`config.mk`:
```
export PLATFORM = sky130hd
export DESIGN_NAME = swp_loop_ctrl
export DESIGN_NICKNAME = d
export VERILOG_FILES = /design/src/rtl/swp_pkg.sv /design/src/rtl/swp_down_counter.sv /design/src/rtl/swp_branch_decide.sv /design/src/rtl/swp_stage_preds.sv /design/src/rtl/swp_loop_ctrl.sv
export SDC_FILE = /design/constraint.sdc
export NUM_CORES = 1
export LEC_CHECK = 0
export ABC_AREA = 1
export BUFFER_PORTS_ARGS = -buffer_cell sky130_fd_sc_hd__buf_2
export CORE_AREA = 3 3 61 63
export CTS_CLUSTER_SIZE = 14
export DETAILED_ROUTE_END_ITERATION = 8
export DIE_AREA = 0 0 64 66
export PLACE_DENSITY = 0.79
export SLEW_MARGIN = 15
export SYNTH_ARGS = -nofsm -noshare
export SYNTH_HDL_FRONTEND = slang
export SYNTH_HIERARCHICAL = 1
export SYNTH_SLANG_ARGS = --single-unit
```
`constraint.sdc`:
```
create_clock -name clk -period 3.6 [get_ports clk]
set_input_delay 0.72 -clock clk [delete_from_list [all_inputs] [get_ports clk]]
set_output_delay 0.72 -clock clk [all_outputs]
set_load 0.05 [all_outputs]
```
`src/rtl/swp_pkg.sv`:
```
package swp_pkg;

  typedef enum logic [1:0] {
    ACT_HOLD  = 2'd0,
    ACT_FILL  = 2'd1,
    ACT_DRAIN = 2'd2,
    ACT_EXIT  = 2'd3
  } br_act_e;

  function automatic int unsigned cnt_width(input int unsigned n);
    return (n < 2) ? 1 : $clog2(n);
  endfunction

endpackage

```
`src/rtl/swp_down_counter.sv`:
```
module swp_down_counter #(
  parameter int unsigned W = 16
) (
  input  logic         clk,
  input  logic         rst,
  input  logic         load_i,
  input  logic [W-1:0] load_val_i,
  input  logic         dec_i,
  output logic [W-1:0] cnt_o,
  output logic         zero_o
);

  logic [W-1:0] cnt_q;

  always_ff @(posedge clk) begin
    if (rst) begin
      cnt_q <= '0;
    end else if (load_i) begin
      cnt_q <= load_val_i;
    end else if (dec_i) begin
      cnt_q <= cnt_q - W'(1);
    end
  end

  assign cnt_o  = cnt_q;
  assign zero_o = (cnt_q == '0);


  no_wrap_chk: assert property (@(posedge clk) disable iff (rst)
    (dec_i && !load_i) |-> (cnt_o != '0));


  step_down_chk: assert property (@(posedge clk) disable iff (rst)
    (dec_i && !load_i) |=> (cnt_o == $past(cnt_o) - W'(1)));

endmodule

```
`src/rtl/swp_branch_decide.sv`:
```
module swp_branch_decide
  import swp_pkg::*;
(
  input  logic    busy_i,
  input  logic    br_i,
  input  logic    init_i,
  input  logic    lc_zero_i,
  input  logic    esc_zero_i,
  output br_act_e act_o,
  output logic    fill_o,
  output logic    drain_o,
  output logic    leave_o
);

  always_comb begin
    if (init_i || !busy_i || !br_i) begin
      act_o = ACT_HOLD;
    end else if (!lc_zero_i) begin
      act_o = ACT_FILL;
    end else if (!esc_zero_i) begin
      act_o = ACT_DRAIN;
    end else begin
      act_o = ACT_EXIT;
    end
  end

  assign fill_o  = (act_o == ACT_FILL);
  assign drain_o = (act_o == ACT_DRAIN);
  assign leave_o = (act_o == ACT_EXIT);

endmodule

```
`src/rtl/swp_stage_preds.sv`:
```
module swp_stage_preds #(
  parameter int unsigned STAGES = 4
) (
  input  logic              clk,
  input  logic              rst,
  input  logic              init_i,
  input  logic              shift_i,
  input  logic              fill_bit_i,
  output logic [STAGES-1:0] pred_o
);

  logic [STAGES-1:0] pred_q;

  generate
    for (genvar k = 0; k < STAGES; k++) begin : g_bit
      if (k == 0) begin : g_head
        always_ff @(posedge clk) begin
          if (rst) begin
            pred_q[0] <= 1'b0;
          end else if (init_i) begin
            pred_q[0] <= 1'b1;
          end else if (shift_i) begin
            pred_q[0] <= fill_bit_i;
          end
        end
      end else begin : g_body
        always_ff @(posedge clk) begin
          if (rst) begin
            pred_q[k] <= 1'b0;
          end else if (init_i) begin
            pred_q[k] <= 1'b0;
          end else if (shift_i) begin
            pred_q[k] <= pred_q[k-1];
          end
        end


        shift_up_chk: assert property (@(posedge clk) disable iff (rst)
          (shift_i && !init_i) |=> (pred_o[k] == $past(pred_o[k-1])));
      end
    end
  endgenerate

  assign pred_o = pred_q;


  head_bit_chk: assert property (@(posedge clk) disable iff (rst)
    (shift_i && !init_i) |=> (pred_o[0] == $past(fill_bit_i)));

endmodule

```
`src/rtl/swp_loop_ctrl.sv`:
```
module swp_loop_ctrl
  import swp_pkg::*;
#(
  parameter int unsigned STAGES = 4,
  parameter int unsigned LC_W   = 16,
  localparam int unsigned SC_W  = cnt_width(STAGES)
) (
  input  logic              clk,
  input  logic              rst,
  input  logic              init_i,
  input  logic [LC_W-1:0]   iter_last_i,
  input  logic [SC_W-1:0]   stage_last_i,
  input  logic              br_i,
  output logic              taken_o,
  output logic              rotate_o,
  output logic              busy_o,
  output logic [STAGES-1:0] pred_o,
  output logic [LC_W-1:0]   loop_cnt_o,
  output logic [SC_W-1:0]   epi_cnt_o
);

  br_act_e act;
  logic    fill, drain, leave;
  logic    lc_zero, esc_zero;
  logic    busy_q, taken_q, rotate_q;

  swp_branch_decide u_decide (
    .busy_i     (busy_q),
    .br_i       (br_i),
    .init_i     (init_i),
    .lc_zero_i  (lc_zero),
    .esc_zero_i (esc_zero),
    .act_o      (act),
    .fill_o     (fill),
    .drain_o    (drain),
    .leave_o    (leave)
  );

  swp_down_counter #(.W(LC_W)) u_iter_cnt (
    .clk        (clk),
    .rst        (rst),
    .load_i     (init_i),
    .load_val_i (iter_last_i),
    .dec_i      (fill),
    .cnt_o      (loop_cnt_o),
    .zero_o     (lc_zero)
  );

  swp_down_counter #(.W(SC_W)) u_drain_cnt (
    .clk        (clk),
    .rst        (rst),
    .load_i     (init_i),
    .load_val_i (stage_last_i),
    .dec_i      (drain),
    .cnt_o      (epi_cnt_o),
    .zero_o     (esc_zero)
  );

  swp_stage_preds #(.STAGES(STAGES)) u_preds (
    .clk        (clk),
    .rst        (rst),
    .init_i     (init_i),
    .shift_i    (fill | drain),
    .fill_bit_i (fill),
    .pred_o     (pred_o)
  );

  always_ff @(posedge clk) begin
    if (rst) begin
      busy_q   <= 1'b0;
      taken_q  <= 1'b0;
      rotate_q <= 1'b0;
    end else begin
      taken_q  <= fill | drain;
      rotate_q <= fill | drain;
      if (init_i) begin
        busy_q <= 1'b1;
      end else if (leave) begin
        busy_q <= 1'b0;
      end
    end
  end

  assign busy_o   = busy_q;
  assign taken_o  = taken_q;
  assign rotate_o = rotate_q;


  init_seed_chk: assert property (@(posedge clk) disable iff (rst)
    init_i |=> (busy_o && (pred_o == STAGES'(1)) && !taken_o));


  taken_cause_chk: assert property (@(posedge clk) disable iff (rst)
    taken_o |-> ($past(br_i) && $past(busy_o) && !$past(init_i)));


  exit_quiet_chk: assert property (@(posedge clk) disable iff (rst)
    $fell(busy_o) |-> ($past(br_i) && !taken_o && !rotate_o));


  idle_ignore_chk: assert property (@(posedge clk) disable iff (rst)
    (!busy_o && !init_i) |=> (!taken_o && $stable(pred_o) && $stable(loop_cnt_o) && $stable(epi_cnt_o)));


  no_strobe_hold_chk: assert property (@(posedge clk) disable iff (rst)
    (!br_i && !init_i) |=> (!taken_o && !rotate_o && $stable(pred_o) && $stable(busy_o)));

endmodule

```
**Word level (Yosys, flattened, before mapping)**

Index checks and enable logic that the tools add are counted.

- Register bits after elaboration: 24
- Input port bits: 22
- Output and inout port bits: 25
- Word-level logic and storage cells: 36

- Add/sub/neg operators: 2
- Equal/unequal tests: 3
- Muxes and demuxes: 11
- Bitwise logic cells: 1
- Reductions and logical operators: 11

Operator list:

| operator | number |
|---|---|
| $mux 16 | 2 |
| $logic_not 16->1 | 1 |
| $sub 16x1->16 const B | 1 |
| $mux 2 | 4 |
| $reduce_bool 2->1 | 4 |
| $mux 1 | 5 |
| $eq 2x2->1 const B | 2 |
| $eq 2x1->1 const B | 1 |
| $logic_not 1->1 | 2 |
| $logic_not 2->1 | 1 |
| $logic_or 1x1->1 | 2 |
| $reduce_or 2->1 | 1 |
| $sub 2x1->2 const B | 1 |
| $or 1x1->1 | 1 |

**Depth between registers and ports, before layout**

Gate-level depths: netlist (run 1).

- Depth in word-level cells: 8
- Depth in mapped cells: 16
- Gate-level depth less buffers: 16

**By module**

The synthesis (run 1) kept the hierarchy.

Modules (own cells, without submodules):

| module | times used | cells an instance | area each (sq um) | sequential area each (sq um) |
|---|---|---|---|---|
| swp_down_counter at u_iter_cnt | 1 | 174 | 1,114.8 | 320.3 |
| swp_stage_preds | 1 | 22 | 151.4 | 80.1 |
| swp_down_counter at u_drain_cnt | 1 | 20 | 123.9 | 40.0 |
| swp_loop_ctrl | 1 | 11 | 83.8 | 40.0 |
| swp_branch_decide | 1 | 9 | 45.0 | 0.0 |

**Worst setup path after synthesis (run 1)**

No wires, ideal clock.

- Kind: register -> register
- Start point: register u_iter_cnt.cnt_q[0], in the netlist u_iter_cnt/cnt_o[0]
- End point: register u_preds.pred_q[3], in the netlist u_preds/pred_o[3]
- Setup time: 116 ps
- Arrival time: 2,421 ps
- Data required time: 3,484 ps
- Setup slack: 1,063 ps
- Stages on the path, launching flop included: 16
- Path buffers: 0
- Clock period less this slack: 2,537 ps
- Path through: dfxtp_1 > inv_2 > ha_1 > nand2_1 > nor2_2 > nand2_1 > nor2_2 > nand2_1 > nor4_1 > nand4_2 > nor2_1 > inv_1 > nand2_1 > inv_1 > o21ai_0 > nor2_1

- Longest elaborated chain between the ends: 5
- Elaborated cells between the ends (all ways): 6
- Classes of those cells: 2 x eq/ne; 2 x mux; 1 x bitwise; 1 x reduce/logical

Ends and longest elaborated chain:

| what | line | text |
|---|---|---|
| from (decl) | swp_down_counter.sv:13 | `logic [W-1:0] cnt_q;` |
| from (signal assigned) | swp_down_counter.sv:19 | `cnt_q <= load_val_i;` |
| from (signal assigned) | swp_down_counter.sv:21 | `cnt_q <= cnt_q - W'(1);` |
| $logic_not 16->1 | swp_down_counter.sv:26 | `assign zero_o = (cnt_q == '0);` |
| via lc_zero | swp_loop_ctrl.sv:24 | `logic lc_zero, esc_zero;` |
| $mux 2 | swp_branch_decide.sv:18 | `end else if (!lc_zero_i) begin` |
| $mux 2 | swp_branch_decide.sv:16 | `if (init_i \|\| !busy_i \|\| !br_i) begin` |
| $eq 2x2->1 | swp_branch_decide.sv:28 | `assign drain_o = (act_o == ACT_DRAIN);` |
| via drain | swp_loop_ctrl.sv:23 | `logic fill, drain, leave;` |
| $or 1x1->1 | swp_loop_ctrl.sv:63 | `.shift_i (fill \| drain),` |
| to (signal, indexed assignment) | swp_stage_preds.sv:33 | `pred_q[k] <= pred_q[k-1];` |
| to (decl) | swp_stage_preds.sv:12 | `logic [STAGES-1:0] pred_q;` |

The timed path passes the listed nets, and every way through them passes these cells.
A chain may end at the register's enable or synchronous reset.

**Worst setup path in the final report (run 1)**

- Start point: register u_iter_cnt.cnt_q[0], in the netlist u_iter_cnt/cnt_o[0]
- End point: register u_iter_cnt.cnt_q[15], in the netlist u_iter_cnt/cnt_o[15]

- Longest elaborated chain between the ends: 5
- Elaborated cells between the ends (all ways): 8
- Classes of those cells: 1 x add/sub; 1 x eq/ne; 4 x mux; 2 x reduce/logical

Ends and longest elaborated chain:

| what | line | text |
|---|---|---|
| $logic_not 16->1 | swp_down_counter.sv:26 |  |
| via lc_zero | swp_loop_ctrl.sv:24 |  |
| $mux 2 | swp_branch_decide.sv:18 |  |
| $mux 2 | swp_branch_decide.sv:16 |  |
| $eq 2x1->1 | swp_branch_decide.sv:27 | `assign fill_o = (act_o == ACT_FILL);` |
| via fill | swp_loop_ctrl.sv:23 |  |
| $reduce_bool 2->1 (no line) | n/a |  |

The timed path passes the listed nets, and every way through them passes these cells. The select of a mux whose other input is x is not followed.

==> impl_metrics.yaml, run 1 <==
power:
  finalPower_uw: 650
  power_frac_clock_pct: 21.9
  power_density_mw_per_mm2: 361
  seq_power_share_pct: 46.4
  swShare_pct: 37.7
  vdd_ir_drop_max_uv: 181
  p_int_uw: 405
  power_switching_uw: 245
  p_leak_nw: 0.942
  p_comb_share_pct: 31.7
yosys:
  syn-num-nets: 258
  syn_area_per_cell_um2: 6.45
  syn-cell-area_mm2: 0.00151
  ys_warn_count: 6
  syn-instance-count: 234
place:
  dpl-instance-area_mm2: 0.00177
  pre_cts_ws_ns: 1.03
  gp_congestion: 0.875
  hpwlAfterDp_um: 2760
  io_buffers: 46
worst_setup_path:
  cp_slowest_stage_delay_ns: 0.38
  endpoint_kind: "flip-flop"
  crit_type: "reg2reg"
  path_cells: "inv_2, ha_1, nand2_1, nor2_2, nand2_1, nor2_2, nand2_1, nor4_1, nor2_1, nor2_1, buf_4, a22oi_1, a21oi_1"
  cp_max_fo: 7
  worst-endpoint-arrival_ns: 2.89
  critPathSlowestCell: "nor2_1"
  critPathLaunchType: "flip-flop"
  required_ns: 3.85
  reg2reg_depth: 13
  crit_top_cell: "nand2_1"
final_layout:
  n_antenna_cell: 0
  design_area_mm2: 0.00180
  drive_above_1_share_pct: 25.4
  areaGrowthSynthToFinish_pct: 19.3
  multi_input_area_um2: 836
  regArea_um2: 480
  final_nets: 304
  fill_cells: 343
  fin_util_pct: 54.9
routing:
  drt_iter0_markers: 73
  vias: 1603
  wl_um: 3660
  drt_pass1_iterations: 4
  wl_per_cell_um: 11.3
  drc: 0
  via_per_inst: 4.93
  ant_nets: 0
floorplan:
  die_area_mm2: 0.00422
  core_region_area_mm2: 0.00328
  row_count: 21
  num_io_pins: 47
  start_util_pct: 46.0
  die_y_um: 66
  die_w_um: 64
timing:
  setup_viol: 0
  final.min_clock_period_ns: 2.64
  drv_slew: 0
  tightest_slew_ns: 0.490
  rsz0062_at_grt: "false"
  finalClockSkew_ns: 0.00291
  setup_tns_ns: 0
  fmax_ghz: 0.379
  slew_headroom_pct: 67.4
  layout_setup_ws_ns: 0.964
  finalHoldViolCount: 0
  period_share_pct: 73.2
clock_network:
  cts_tree: "built"
  post-cts-setup-buffer-count: 0
  cts_buffer_depth: 2
  worstSkewPairLatency_ns: 0.31
  cts_max_level: 1
  cts_root_buf: "clkbuf_4"
  hold_buffers: 0
  path_clk_slew_ns: 0.13
  cts_resized: 0
  numClockSinks: 24
  cts_buffers: 3
min_path:
  holdPathStages: 2
  hold_path.class: "reg2reg"
global_routing:
  grt_overflow: 0
  antenna_found_initial: 0
  track_usage_pct: 17.8
  grt_pass1_vias: 1355
  grt_max_degree: 28
  grt_pass1_wl_um: 6000
run:
  cap_violations: 0
status:
  status: "finished clean"
-- cell type report --
type                    count  area share [%]
flip-flops and latches     24            26.7
multi-input cells         163            46.4
clock buffers               4            2.01
repair buffers             47            13.2
inverters                  41            8.54
well taps                  46            3.19
-- placed cells by master, fill, tap and decap left out, drive strengths merged --
| cell | count |
|---|---|
| a31oi | 5 |
| ha | 2 |
| nand3 | 17 |
| nor3 | 1 |
| o21bai | 1 |
| nand3b | 2 |
| dfxtp | 24 |
| nor2 | 43 |
| xor2 | 3 |
| clkbuf | 4 |
| nor4 | 1 |
| nand2 | 54 |
| buf | 47 |
| o21ai | 10 |
| a21oi | 12 |
| inv | 41 |
| a22oi | 8 |
| nand4 | 4 |
-- critical path: cells and delay by family, from the launching register on --
family / cells / cell delay, ns
compound gates: 2 / 0.24
fa+ha+maj: 1 / 0.23
buf+inv: 2 / 0.33
simple gates: 8 / 1.43
flops: 1 / 0.35
-- power groups by stage --
stage                     clock network [mW]  logic (mW)  registers (mW)
after floorplan                            0       0.108           0.355
after global placement                     0       0.203           0.307
after detailed placement                   0       0.205           0.307
after CTS                              0.149       0.206           0.302
after global routing                   0.161       0.228           0.305
final                                  0.142       0.206           0.301
-- path summary, 6_finish.rpt --
kind                                          start  slack (ns)                   end
worst min-delay path              u_preds/pred_o[1]        0.49     u_preds/pred_o[1]
worst min register to register    u_preds/pred_o[1]        0.49     u_preds/pred_o[1]
worst max register to register  u_iter_cnt/cnt_o[0]        0.96  u_iter_cnt/cnt_o[15]
worst max-delay path            u_iter_cnt/cnt_o[0]        0.96  u_iter_cnt/cnt_o[15]
-- metrics by stage --
step / hold slack (ns) / instances
after floorplan: 0.699 / 234
after global placement: 0.460 / 321
after detailed placement: 0.472 / 321
after CTS: 0.494 / 325
after global routing: 0.512 / 325
final: 0.493 / 325
-- state kept, by name, indices dropped and copies added (netlist names) --
register	cells
u_iter_cnt/cnt_o	16
rotate_o	1
u_drain_cnt/cnt_o	2
u_preds/pred_o	4
busy_o	1
-- per-layer routing --
| metal | part of all wire, % | up-vias | track usage [%] |
|---|---|---|---|
| met1 | 47 | 726 | 23.3 |
| met3 | 4.2 | 2 | 1.70 |
| met2 | 48 | 41 | 30.8 |
| met4 | 0.68 | 0 | 5.66 |
| met5 | 0 | - | 0 |
| li1 | - | 834 | - |
No activity file was read; power rests on OpenSTA's default activity.
==> inputs of run 2 (changes only) <==
--- a/config.mk
+++ b/config.mk
@@ -5,13 +5,13 @@
 export SDC_FILE = /design/constraint.sdc
 export NUM_CORES = 1
 export LEC_CHECK = 0
-export ABC_AREA = 1
+export ABC_AREA = 0
 export BUFFER_PORTS_ARGS = -buffer_cell sky130_fd_sc_hd__buf_2
-export CORE_AREA = 3 3 61 63
+export CORE_AREA = 3 3 57 59
 export CTS_CLUSTER_SIZE = 14
 export DETAILED_ROUTE_END_ITERATION = 8
-export DIE_AREA = 0 0 64 66
-export PLACE_DENSITY = 0.79
+export DIE_AREA = 0 0 60 62
+export PLACE_DENSITY = 0.8
 export SLEW_MARGIN = 15
 export SYNTH_ARGS = -nofsm -noshare
 export SYNTH_HDL_FRONTEND = slang
==> constraint.sdc (replaced) <==
create_clock -name clk -period 2.5 [get_ports clk]
set_input_delay 0.5 -clock clk [delete_from_list [all_inputs] [get_ports clk]]
set_output_delay 0.5 -clock clk [all_outputs]
set_load 0.05 [all_outputs]
==> impl_metrics.yaml, run 2 <==
worst_setup_path:
  critPathLaunch: "u_iter_cnt/cnt_o[5]"
  required_ns: 2.70
  cp_slowest_stage_delay_ns: 0.55
  worst-endpoint-arrival_ns: 2.76
  r2r_end: "u_preds/pred_o[3]"
  endpoint_kind: "flip-flop"
  critPathLaunchType: "flip-flop"
  path_cells: "or4_4, or4b_4, nor3_4, and4b_1, and2_4, or2_4, mux2i_1, nor3_1"
  rrSetupSlack_ns: -0.07
  crit_type: "reg2reg"
  crit_cells: 8
  r2r-start: "u_iter_cnt/cnt_o[5]"
  cp_top_family: "simple AND/OR/NAND/NOR gates"
  critPathBufInv: 0
  cp_max_fo: 5
  reg2reg_depth: 8
  critPathSlowestCell: "or4b_4"
run:
  cap_violations: 0
timing:
  drv_slew: 0
  finalClockSkew_ns: 0.00584
  period_share_pct: 103
  slew_headroom_pct: 66.1
  final.min_clock_period_ns: 2.57
  layout_setup_ws_ns: -0.0687
  setup_viol: 6
  tightest_slew_ns: 0.508
  rsz0062_at_grt: "true"
  finalHoldViolCount: 0
  setup_tns_ns: -0.229
  fmax_ghz: 0.389
min_path:
  holdPathStages: 3
  hold_path.class: "in2reg"
  worstHoldStart: "iter_last_i[3]"
  hold_path_end: "u_iter_cnt/cnt_o[3]"
clock_network:
  hold_buffers: 0
  cts_buffer_depth: 2
  numClockSinks: 24
  cts_buffers: 3
  cts_root_buf: "clkbuf_4"
  cts_tree: "built"
  cts_max_level: 1
  path_clk_slew_ns: 0.13
  worstSkewPairLatency_ns: 0.31
routing:
  vias: 1227
  ant_nets: 0
  met3_wirelength_um: 200
  drc: 0
  drt_pass1_iterations: 4
  wl_met1_um: 1370
  drt_iter0_markers: 43
  wl_um: 3230
  wl_per_cell_um: 14.2
  via_per_inst: 5.41
  wl_met2_um: 1620
  highest_layer: "met4"
final_layout:
  n_antenna_cell: 0
  layout_common_cells: "46 x buf_2, 18 x dfxtp_1, 14 x nor2_1"
  drive_above_1_share_pct: 45.9
  areaGrowthSynthToFinish_pct: 31.6
  fill_cells: 258
  final_common_cell: "buf_2"
  largest_reg_flops: 16
  final_nets: 221
power:
  p_leak_nw: 0.730
  vdd_ir_drop_max_uv: 307
  power_density_mw_per_mm2: 510
floorplan:
  start_util_pct: 46.4
  row_count: 19
  die_w_um: 60
  die_y_um: 62
  core_region_area_mm2: 0.00276
  num_io_pins: 47
  die_area_mm2: 0.00372
yosys:
  syn_area_per_cell_um2: 9.13
  syn-instance-count: 140
  syn-cell-area_mm2: 0.00128
  ys_warn_count: 6
  syn-num-nets: 164
global_routing:
  grt_pass1_vias: 1183
  antenna_found_initial: 0
  grt_overflow: 0
  grt_max_degree: 29
  track_usage_pct: 18.5
  grt_pass1_wl_um: 5250
place:
  hpwlAfterDp_um: 2250
  io_buffers: 46
  gp_congestion: 0.828
  pre_cts_ws_ns: -0.0996
status:
  violations: "setup timing"
  status: "complete, but fails checks"
run 2: worst max path at each step:
stage / to / slack (ns)
after CTS: u_preds/pred_o[3] / -0.006
after global placement: u_iter_cnt/cnt_o[5] / 0.002
after global routing: u_preds/pred_o[3] / -0.15
after floorplan: u_preds/pred_o[0] / -0.18
after detailed placement: u_iter_cnt/cnt_o[5] / -0.1
final: u_preds/pred_o[3] / -0.07
run 2: area by class of cell:
class	instances	area, um^2	area share (%)
multi-input cells	100	763	45.4
flip-flops and latches	24	493	29.3
repair buffers	59	328	19.5
well taps	31	38.8	2.30
inverters	9	33.8	2.01
clock buffers	3	22.5	1.34
clock inverters	1	3.75	0.223
run 2: routing by layer:
layer | vias up | track usage [%]
met5 | - | 0
met4 | 0 | 6.65
met3 | 6 | 3.31
met2 | 40 | 31.9
met1 | 571 | 23.0
li1 | 610 | -
run 2: timing repair:
action                     in CTS  in global routing
pin swaps                       1                 10
setup endpoints to repair      16                 21
gates resized for setup         3                  4
buffers inserted                7                  1
run 2: worst min-delay path, delay by kind of cell:
| family | cells | cell delay, ns |
|---|---|---|
| buffers and inverters | 1 | 0.10 |
| and+or+nand+nor | 1 | 0.05 |
| AOI/OAI and AO/OA | 1 | 0.06 |
run 2: metrics by stage:
| stage | utilization (%) | hold slack [ns] | power [mW] | cells | cell area [um^2] |
|---|---|---|---|---|---|
| 5_1_grt | 61.0 | 0.419 | 0.906 | 227 | 1680 |
| 2_1_floorplan | - | 0.563 | 0.612 | 140 | 1310 |
| 6_report | 61.0 | 0.425 | 0.859 | 227 | 1680 |
| 4_1_cts | 60.2 | 0.411 | 0.863 | 227 | 1660 |
| 3_3_place_gp | 56.9 | 0.496 | 0.676 | 216 | 1570 |
| 3_5_place_dp | 56.9 | 0.518 | 0.682 | 216 | 1570 |
run 2: where the power goes:
part	switching [mW]	internal (mW)	leakage [nW]	total (mW)
clock network	0.113	0.0582	0.0154	0.172
logic	0.170	0.0875	0.514	0.257
registers	0.0239	0.406	0.201	0.430
total	0.307	0.552	0.730	0.859
==> inputs of run 3 (changes only) <==
--- a/config.mk
+++ b/config.mk
@@ -5,13 +5,12 @@
 export SDC_FILE = /design/constraint.sdc
 export NUM_CORES = 1
 export LEC_CHECK = 0
-export ABC_AREA = 0
 export BUFFER_PORTS_ARGS = -buffer_cell sky130_fd_sc_hd__buf_2
 export CORE_AREA = 3 3 57 59
 export CTS_CLUSTER_SIZE = 14
 export DETAILED_ROUTE_END_ITERATION = 8
 export DIE_AREA = 0 0 60 62
-export PLACE_DENSITY = 0.8
+export PLACE_DENSITY = 0.73
 export SLEW_MARGIN = 15
 export SYNTH_ARGS = -nofsm -noshare
 export SYNTH_HDL_FRONTEND = slang
==> impl_metrics.yaml, run 3 (synthesized netlist as in run 2, its figures left out) <==
status:
  status: "finished clean"
final_layout:
  areaGrowthSynthToFinish_pct: 30.8
  drive_above_1_share_pct: 45.4
  design_area_mm2: 0.00167
  final_common_cell: "buf_2"
  largest_reg_flops: 16
  final_nets: 221
  regArea_um2: 493
  layout_common_cells: "46 x buf_2, 18 x dfxtp_1, 14 x nor2_1"
  n_antenna_cell: 0
  fill_cells: 243
  multi_input_area_um2: 753
power:
  swShare_pct: 36.0
  p_leak_nw: 0.727
  p_int_uw: 552
  seq_power_share_pct: 49.8
  p_comb_share_pct: 29.6
  finalPower_uw: 862
  power_switching_uw: 310
  vdd_ir_drop_max_uv: 350
  power_density_mw_per_mm2: 515
  power_frac_clock_pct: 20.6
worst_setup_path:
  worst-endpoint-arrival_ns: 2.69
  critPathSlowestCell: "or4_4"
  critPathLaunch: "u_iter_cnt/cnt_o[6]"
  path_cells: "or4_4, or4b_4, nor3_4, and4b_1, and2_4, or2_4, mux2i_1, nor3_1"
  cp_slowest_stage_delay_ns: 0.51
  required_ns: 2.70
  crit_type: "reg2reg"
  cp_max_fo: 5
  critPathBufInv: 0
  cp_top_family: "simple AND/OR/NAND/NOR gates"
  endpoint_kind: "flip-flop"
  r2r-start: "u_iter_cnt/cnt_o[6]"
  critPathLaunchType: "flip-flop"
floorplan:
  row_count: 19
  die_y_um: 62
  die_w_um: 60
  die_area_mm2: 0.00372
  core_region_area_mm2: 0.00276
  num_io_pins: 47
  start_util_pct: 46.4
run:
  cap_violations: 0
routing:
  wl_per_cell_um: 13.4
  drt_iter0_markers: 37
  wl_um: 3030
  ant_nets: 0
  via_per_inst: 5.41
  drc: 0
  vias: 1228
  drt_pass1_iterations: 4
clock_network:
  cts_max_level: 1
  cts_root_buf: "clkbuf_4"
  cts_tree: "built"
  worstSkewPairLatency_ns: 0.32
  cts_buffer_depth: 2
  path_clk_slew_ns: 0.13
  cts_buffers: 3
  numClockSinks: 24
timing:
  slew_headroom_pct: 64.7
  final.min_clock_period_ns: 2.49
  layout_setup_ws_ns: 0.0136
  tightest_slew_ns: 0.529
  finalHoldViolCount: 0
  drv_slew: 0
  setup_tns_ns: 0
  setup_viol: 0
  rsz0062_at_grt: "true"
  finalClockSkew_ns: 0.00314
  period_share_pct: 99.5
  fmax_ghz: 0.402
global_routing:
  grt_overflow: 0
  track_usage_pct: 17.3
  grt_max_degree: 29
  grt_pass1_wl_um: 4970
  antenna_found_initial: 0
  grt_pass1_vias: 1123
place:
  dpl-instance-area_mm2: 0.00157
  hpwlAfterDp_um: 2090
  pre_cts_ws_ns: -0.0551
  io_buffers: 46
  gp_congestion: 0.796
min_path:
  worstHoldStart: "iter_last_i[0]"
  hold_path.class: "in2reg"
-- run 3: cell counts in the layout (fill, tap and decap cells not counted) --
Identical to the previous run, type by type.
-- run 3: path summary, 6_finish.rpt --
check | cells past startpoint | slack, ns | to
setup / recovery | 8 | 0.01 | u_preds/pred_o[3]
hold / removal | 3 | 0.41 | u_iter_cnt/cnt_o[0]
setup reg to reg | 8 | 0.01 | u_preds/pred_o[3]
hold reg to reg | 2 | 0.52 | busy_o
-- run 3: cell type report --
type | instances | area share (%)
multi-input combinational | 100 | 45.0
inverter | 9 | 2.02
clock buffer | 3 | 1.35
sequential | 24 | 29.5
clock inverter | 1 | 0.224
timing repair buffer | 59 | 19.6
tap | 31 | 2.32
-- run 3: metrics by stage --
stage	std cells	util, %	hold slack [ns]
after detailed placement	216	56.9	0.505
after global placement	216	56.9	0.493
after CTS	223	58.8	0.404
after global routing	227	60.7	0.408
final	227	60.7	0.407
after floorplan	140	-	0.563
-- run 3: what timing repair did --
action                                  4_1_cts  5_1_grt
gates resized for setup                       1        6
pin swaps                                     1       16
hold buffers                                  0        0
endpoints found under the setup margin       11       16
buffers inserted                              3        4
-- run 3: power by group through the flow --
stage | Clock (mW) | Combinational, mW | Sequential, mW
after floorplan | 0 | 0.0957 | 0.517
after global placement | 0 | 0.238 | 0.437
after detailed placement | 0 | 0.240 | 0.438
after CTS | 0.182 | 0.244 | 0.430
after global routing | 0.199 | 0.274 | 0.433
final | 0.177 | 0.255 | 0.430
-- run 3: per-layer routing --
layer / wire (um) / vias up / track usage, %
li1: - / 614 / -
met1: 1340 / 566 / 21.9
met2: 1450 / 44 / 29.8
met3: 203 / 4 / 2.48
met4: 29 / 0 / 6.65
met5: 0 / - / 0
-- run 3: worst reg2reg max path: stages, from the launching register on --
cell and delay [ns]:
dfxtp_4 0.37, or4_4 0.51, or4b_4 0.50, nor3_4 0.20, and4b_1 0.22, and2_4 0.14
or2_4 0.15, mux2i_1 0.20, nor3_1 0.07
